### config.mk
export PLATFORM = sky130hd
export DESIGN_NAME = os_cfar_detector
export DESIGN_NICKNAME = d
export VERILOG_FILES = /design/src/rtl/cfar_pkg.sv /design/src/rtl/cfar_window.sv /design/src/rtl/cfar_max_tree.sv /design/src/rtl/os_cfar_detector.sv
export SDC_FILE = /design/constraint.sdc
export NUM_CORES = 1
export LEC_CHECK = 0
export BUFFER_PORTS_ARGS = -buffer_cell sky130_fd_sc_hd__buf_4
export CORE_AREA = 2 2 267 269
export DETAILED_ROUTE_END_ITERATION = 7
export DIE_AREA = 0 0 269 271
export PLACE_DENSITY = 0.55
export SYNTH_ARGS = -nofsm -noshare
export SYNTH_HDL_FRONTEND = slang
export SYNTH_HIERARCHICAL = 1
export SYNTH_SLANG_ARGS = --single-unit
### constraint.sdc
create_clock -name clk -period 8.9 [get_ports clk]
set_clock_uncertainty 0.1 [all_clocks]
set_input_delay 0 -clock clk [delete_from_list [all_inputs] [get_ports clk]]
set_output_delay 0 -clock clk [all_outputs]
set_load 0.01 [all_outputs]
### src/rtl/cfar_pkg.sv
package cfar_pkg;
  typedef enum logic [1:0] {
    ST_IDLE = 2'd0,
    ST_RANK = 2'd1,
    ST_EMIT = 2'd2
  } cfar_state_e;
endpackage

### src/rtl/cfar_window.sv
// Sliding range window. The outputs show the window as it will look after
// the current sample is shifted in, so ranking can start on the same edge.
module cfar_window #(
  parameter int W     = 8,
  parameter int NSIDE = 8,
  parameter int GUARD = 1
) (
  input  logic                       clk,
  input  logic                       rst,
  input  logic                       shift_en,
  input  logic [W-1:0]               din,
  output logic [W-1:0]               cut_nxt,
  output logic [2*NSIDE-1:0][W-1:0]  ref_nxt
);
  localparam int HALF = NSIDE + GUARD;
  localparam int NW   = 2 * HALF + 1;

  logic [NW-1:0][W-1:0] win;
  logic [NW-1:0][W-1:0] nxt;

  always_comb begin
    nxt[0] = din;
    for (int j = 1; j < NW; j++) nxt[j] = win[j-1];
  end

  always_ff @(posedge clk) begin
    if (rst)           win <= '0;
    else if (shift_en) win <= nxt;
  end

  assign cut_nxt = nxt[HALF];

  // Leading references are the newest samples. Lagging references lie past
  // the far guard cells.
  for (genvar i = 0; i < NSIDE; i++) begin : g_ref
    assign ref_nxt[i]         = nxt[i];
    assign ref_nxt[NSIDE + i] = nxt[HALF + GUARD + 1 + i];
  end

  // the window does not move while no sample is taken
  p_window_hold_r8: assert property (@(posedge clk) disable iff (rst)
    !shift_en |=> $stable(win));
endmodule

### src/rtl/cfar_max_tree.sv
// Balanced max reduction with (padded N)-1 comparators. Ties keep the left
// operand, which always covers lower indices.
module cfar_max_tree #(
  parameter int KW = 9,
  parameter int N  = 16
) (
  input  logic [N-1:0][KW-1:0]    keys,
  output logic [KW-1:0]           max_key,
  output logic [$clog2(N)-1:0]    max_idx
);
  localparam int LV    = $clog2(N);
  localparam int NP    = 1 << LV;
  localparam int NODES = 2 * NP - 1;
  localparam int IW    = (LV > 0) ? LV : 1;

  logic [KW-1:0] nk [NODES];
  logic [IW-1:0] ni [NODES];

  for (genvar i = 0; i < NP; i++) begin : g_leaf
    if (i < N) begin : g_real
      assign nk[NP-1+i] = keys[i];
    end else begin : g_pad
      assign nk[NP-1+i] = '0;
    end
    assign ni[NP-1+i] = IW'(i);
  end

  for (genvar k = 0; k < NP - 1; k++) begin : g_cmp
    logic take_right;
    assign take_right = nk[2*k+2] > nk[2*k+1];
    assign nk[k] = take_right ? nk[2*k+2] : nk[2*k+1];
    assign ni[k] = take_right ? ni[2*k+2] : ni[2*k+1];
  end

  assign max_key = nk[0];
  assign max_idx = ni[0][$clog2(N)-1:0];
endmodule

### src/rtl/os_cfar_detector.sv
module os_cfar_detector #(
  parameter int W     = 8,
  parameter int AW    = 8,
  parameter int FRAC  = 4,
  parameter int NSIDE = 8,
  parameter int GUARD = 1,
  parameter int IDXW  = 12
) (
  input  logic                              clk,
  input  logic                              rst,
  input  logic                              in_valid,
  output logic                              in_ready,
  input  logic [W-1:0]                      in_data,
  input  logic                              in_sof,
  input  logic [$clog2(2*NSIDE+1)-1:0]      cfg_rank,
  input  logic [AW-1:0]                     cfg_alpha,
  output logic                              out_valid,
  output logic                              out_hit,
  output logic [IDXW-1:0]                   out_index
);
  import cfar_pkg::*;

  localparam int NREF = 2 * NSIDE;
  localparam int HALF = NSIDE + GUARD;
  localparam int RW   = $clog2(NREF + 1);
  localparam int TW   = $clog2(NREF);
  localparam int KW   = W + 1;
  localparam int PW   = W + AW;

  cfar_state_e state;
  logic [IDXW-1:0]            n_q, n_nxt;
  logic                       accept, eval;
  logic [W-1:0]               cut_nxt, cut_q;
  logic [NREF-1:0][W-1:0]     ref_nxt, ref_q;
  logic [NREF-1:0]            mask;
  logic [NREF-1:0][KW-1:0]    keys;
  logic [KW-1:0]              tkey;
  logic [TW-1:0]              tidx;
  logic [RW-1:0]              k_eff, pass_q, pass_last;
  logic [W-1:0]               z_q;
  logic [AW-1:0]              alpha_q;
  logic [IDXW-1:0]            idx_q;
  logic [PW-1:0]              prod, thr;

  assign in_ready = (state == ST_IDLE);
  assign accept   = in_valid && in_ready;
  assign n_nxt    = in_sof ? IDXW'(1) : ((&n_q) ? n_q : n_q + IDXW'(1));
  assign eval     = n_nxt > IDXW'(2 * HALF);

  assign k_eff = (cfg_rank == '0) ? RW'(1) :
                 (cfg_rank > RW'(NREF)) ? RW'(NREF) : cfg_rank;

  cfar_window #(.W(W), .NSIDE(NSIDE), .GUARD(GUARD)) u_win (
    .clk(clk), .rst(rst), .shift_en(accept), .din(in_data),
    .cut_nxt(cut_nxt), .ref_nxt(ref_nxt)
  );

  // Masked entries get a zero top bit and lose to every live entry.
  for (genvar i = 0; i < NREF; i++) begin : g_key
    assign keys[i] = {~mask[i], ref_q[i]};
  end

  cfar_max_tree #(.KW(KW), .N(NREF)) u_tree (
    .keys(keys), .max_key(tkey), .max_idx(tidx)
  );

  assign prod = PW'(z_q) * PW'(alpha_q);
  assign thr  = prod >> FRAC;

  always_ff @(posedge clk) begin
    if (rst) begin
      state     <= ST_IDLE;
      n_q       <= '0;
      ref_q     <= '0;
      cut_q     <= '0;
      mask      <= '0;
      pass_q    <= '0;
      pass_last <= '0;
      z_q       <= '0;
      alpha_q   <= '0;
      idx_q     <= '0;
      out_valid <= 1'b0;
      out_hit   <= 1'b0;
      out_index <= '0;
    end else begin
      out_valid <= 1'b0;
      case (state)
        ST_IDLE: if (accept) begin
          n_q <= n_nxt;
          if (eval) begin
            ref_q     <= ref_nxt;
            cut_q     <= cut_nxt;
            mask      <= '0;
            pass_q    <= '0;
            pass_last <= RW'(NREF) - k_eff;
            alpha_q   <= cfg_alpha;
            idx_q     <= n_nxt - IDXW'(1 + HALF);
            state     <= ST_RANK;
          end
        end
        ST_RANK: begin
          mask[tidx] <= 1'b1;
          if (pass_q == pass_last) begin
            z_q   <= tkey[W-1:0];
            state <= ST_EMIT;
          end else begin
            pass_q <= pass_q + RW'(1);
          end
        end
        ST_EMIT: begin
          out_valid <= 1'b1;
          out_hit   <= PW'(cut_q) > thr;
          out_index <= idx_q;
          state     <= ST_IDLE;
        end
        default: state <= ST_IDLE;
      endcase
    end
  end

  // every ranking pass adds exactly one masked entry
  p_one_mask_per_pass_r4: assert property (@(posedge clk) disable iff (rst)
    (state == ST_RANK) |=> ($countones(mask) == $past($countones(mask)) + 1));

  // the tree never picks an entry that is already masked
  p_winner_live_r3: assert property (@(posedge clk) disable iff (rst)
    (state == ST_RANK) |-> !mask[tidx]);

  // results are single-cycle pulses
  p_result_pulse_r8: assert property (@(posedge clk) disable iff (rst)
    out_valid |=> !out_valid);

  // no result is reported for a leading-edge cell
  p_edge_index_r6: assert property (@(posedge clk) disable iff (rst)
    out_valid |-> (out_index >= IDXW'(HALF)));
endmodule

== After elaboration in Yosys (flattened, before gate mapping) ==
Cells that the tools add are included.

* Add/subtract/negate cells: 4
* Multipliers: 1
* Div/mod/pow operators: 0
* $lt $le $gt $ge: 20
* Equal/unequal tests: 7
* Shifts and indexed selects: 0
* Multiplexer cells: 48
* Bitwise gates (word level): 17
* Reductions and logical operators: 12

{| class="wikitable"
|+ Operators by type and width
! kind !! count
|-
| $gt A9 B9 Y1 || 15
|-
| $mux W9 || 14
|-
| $mux W16 || 2
|-
| $pmux W16 S2 || 1
|-
| $mux W5 || 5
|-
| $mux W12 || 2
|-
| $mul A8 B8 Y16 || 1
|-
| $not A1 Y1 || 16
|-
| $or A16 B16 Y16 || 1
|-
| $mux W2 || 7
|-
| $add A12 B1 Y12 const B || 1
|-
| $gt A12 B5 Y1 const B || 1
|-
| $gt A8 B12 Y1 || 1
|-
| $reduce_and A12 Y1 || 1
|-
| $sub A12 B4 Y12 const B || 1
|-
| $mux W1 || 10
|-
| $pmux W5 S2 || 1
|-
| $reduce_and A3 Y1 || 3
|-
| $mux W8 || 1
|-
| $mux W3 || 2
|-
| $add A5 B1 Y5 const B || 1
|-
| $eq A5 B5 Y1 || 1
|-
| $gt A5 B5 Y1 const B || 1
|-
| $logic_not A5 Y1 || 1
|-
| 15 further kinds || 19
|}

* Bits in registers: 362
* Bits in latches: 0
* Memory bits (writable): 0
* Bits in read-only memories: 0
* Input bits: 25
* Memories: 0

== Depth between registers and ports, before layout ==
* Depth after elaboration: 15
* Mapped depth: 42
* Depth with buffers taken out: 38

== Hierarchy ==
Netlist, hierarchy kept.

{| class="wikitable"
|+ Modules (own cells, without submodules)
! module !! times used !! cells each !! area each (µm²) !! seq. area each (µm²)
|-
| os_cfar_detector || 1 || 1326 || 11581.1 || 4364.2
|-
| cfar_window || 1 || 600 || 6100.9 || 2882.8
|-
| cfar_max_tree || 1 || 667 || 5222.5 || 0.0
|}

== Least setup slack after synthesis ==
No wires, ideal clock.

* Path type: flip-flop to flip-flop
* From: register mask[4]
* To: register mask[13]
* Arrival time: 7.636 ns
* Path slack: 1.052 ns
* Stages on the path, launching flop included: 39
* Path buffers: 5
* Period minus slack after synthesis: 7.848 ns
* Cell sequence: dfxtp_1 inv_1 inv_1 ha_1 and4_1 and2_1 a221oi_1 a21o_1 buf_4 mux2i_1 ha_1 a22o_1 or4_1 a221oi_2 a41oi_1 buf_6 mux2i_2 ha_1 [3 not listed] o31a_1 a41oi_1 clkbuf_1 buf_2 o21a_1 ha_1 nor2b_1 o21ai_0 a21oi_1 o41ai_1 a21o_1 buf_2 clkinv_1 a211oi_1 a31oi_1 inv_1 o211ai_1 a2111oi_1

{| class="wikitable"
|+ RTL lines
! what !! line !! source
|-
| start: declaration || os_cfar_detector.sv:35 || <nowiki>logic [NREF-1:0] mask;</nowiki>
|-
| start signal: assignment || os_cfar_detector.sv:76 || <nowiki>mask <= '0;</nowiki>
|-
| start signal: assignment || os_cfar_detector.sv:93 || <nowiki>mask <= '0;</nowiki>
|-
| start signal: indexed assignment || os_cfar_detector.sv:102 || <nowiki>mask[tidx] <= 1'b1;</nowiki>
|}

==> flow_summary.ini <==
[outcome]
outcome = completed

[synthesis]
syn_nets = 2833
post_synth_inst_count = 2592
syn_area_mm2 = 0.0229
ys_warn_count = 6
average_cell_area_after_synthesis_um2 = 8.83

[sta]
hold_ws_ps = 128
max_freq_ghz = 0.119
timing_hold_violations_final = 0
fin_tns_setup_ps = 0
relSlewSlack = 0.321
timing.final.max_slew_violations = 0
setup_violations = 0
worst_slew_pin_slew_ps = 1020
finalWorstPathRequiredPeriod_ps = 8430
fin_crit_sh = 0.947

[clocking]
tritoncts = yes
clk-insertion-delay-late_ps = 560
longest_clk_path_bufs = 3
cts.reportedPaths.clkPinSlew_ps = 60
cts_inserted_buffers = 42
cts_htree_levels = 2
cts_root_buffer = clkbuf_16
tritoncts_num_sinks = 362

[floorplanning]
die-height_um = 271
die_x_um = 269
boundaryPins = 40
starting_utilization_of_the_core_area = 0.328
die_ar_mm2 = 0.0729
coreArea_mm2 = 0.0698
rows = 97

[placed_design]
place.gp.congestion = 0.902
port-buffer-count = 39
post-dp-hpwl_um = 37100
placedInstanceArea_mm2 = 0.0227

[global_route]
grt_use_met3 = 0.0212
use_met2 = 0.234
grt_use_met1 = 0.194
grt_remaining_overflow = 0
gr-usage-all-layers = 0.143
grt_first_pass_wirelength_um = 85100
grt_max_degree = 158
grt_busiest_layer = met2
initial_antenna_violation_count = 0
grt_pass1_vias = 16199

[detailed_routing]
detailedRoute.firstIterationViolations = 855
wl_per_cell_um = 15.2
antenna_left = 0
avgViaCountPerCell = 4.79
post-route-drc-count = 0
detailed_route_via_count = 16443
detail_route.wirelength_um = 52300
drtPass1Iterations = 5

[min_path]
hp-class = primary input to flop

[run]
maxCapViolations = 0

[power_and_ir_drop]
vdd_ir_drop_max_v = 0.000108
static-leakage-power_nw = 10.0
power_per_cell_area_mw_per_mm2 = 143

[worst_setup_path]
worst_path_largest_cell_delay_ps = 490
worst_setup_path_type = flop to flop
cp.required_ps = 9250
largest_fanout_on_the_critical_path = 12
critPathCaptureType = flop
slowest_stage = or4_1
timing.critical_path.arrival_ps = 8780
critical_path.most_common_cell = ha_1
critical_path.startpoint_type = flop

[cells_and_area]
fin_nets = 2707
antenna_cells = 0
post-route-cell-area_mm2 = 0.0245
fraction_of_layout_instances_using_a_drive_strength_above_1 = 0.169
areaGrowthSynthToFinish_pct = 6.87
==> metal layers <==
metal | vias to the layer above | wire [µm]
met5 | - | 0
met4 | 0 | 1100
met3 | 63 | 1540
met2 | 210 | 24100
met1 | 7814 | 25500
li1 | 8356 | -
==> area by class of cell <==
cell class	count	area, µm²
Inverter	212	807
Multi-Input combinational cell	1758	13000
Fill cell	7145	45300
Tap cell	940	1180
Clock inverter	17	201
Timing Repair Buffer	90	788
Sequential cell	362	7250
Clock buffer	57	1200
==> cells in the final DEF (no fill, tap or decap), drive strengths merged, types with 13 or more instances in the layout <==
master and instances:
a211oi 36, a21oi 237, and2 54, buf 58, clkbuf 57, dfxtp 362, dlygate4sd3 32, fa 36
ha 180, inv 213, mux2 46, mux2i 227, nand2 416, nand2b 17, nand3 33, nand4 23
nor2 213, nor2b 15, nor3 13, o21ai 47, xnor2 13, xor2 13
==> what timing repair did <==
item,CTS,global route
endpoints found under the hold margin,94,0
setup endpoints to repair,0,16
gates resized for setup,0,9
setup buffers,0,3
hold buffers,32,0
==> report_power, final <==
group          leakage, nW  internal [mW]  switching, mW
Clock                0.690           1.06          0.696
Sequential            2.92           1.63        0.00609
Combinational         6.41         0.0403         0.0658
Total                 10.0           2.73          0.768
==> per-stage QoR <==
stage	instances	setup WS, ps	utilization	total power [mW]
2_1_floorplan	2592	1090	-	1.75
3_3_place_gp	3326	469	0.325	1.76
3_5_place_dp	3326	316	0.325	1.76
4_1_cts	3432	241	0.349	3.55
5_1_grt	3436	-78.1	0.351	3.63
6_report	3436	471	0.351	3.49
==> critical path, delay by kind of cell (launching register included) <==
kind                     cells  cell delay [ps]
AND/OR/NAND/NOR              8             1450
buffers and inverters        5              680
AO/OA/AOI/OAI               17             3890
multiplexers                 2              770
adder cells (fa/ha/maj)      4             1130
flip-flops                   1              300
==> sequential cells by signal (all words and copies together) (netlist names), 2 cells and up <==
register	count
cut_q	8
u_win/cut_nxt	8
n_q	12
pass_q	5
alpha_q	8
state	2
keys	128
u_win/ref_nxt	120
idx_q	12
out_index	12
mask	16
z_q	8
u_win/nxt	16
pass_last	5
==> path summary, 6_finish.rpt <==
check	startpoint	to	slack [ps]	depth (start not counted)
setup reg to reg	mask[4]$_SDFFE_PP0P_	mask[13]$_SDFFE_PP0P_	470	36
hold / removal	in_data[1]	u_win/ref_nxt[9]$_SDFFE_PP0P_	130	4
setup / recovery	mask[4]$_SDFFE_PP0P_	mask[13]$_SDFFE_PP0P_	470	36
hold reg to reg	u_win/ref_nxt[123]$_SDFFE_PP0P_	keys[138]$_SDFFE_PP0P_	350	2
Note: power is estimated with default switching activity, not from simulation.
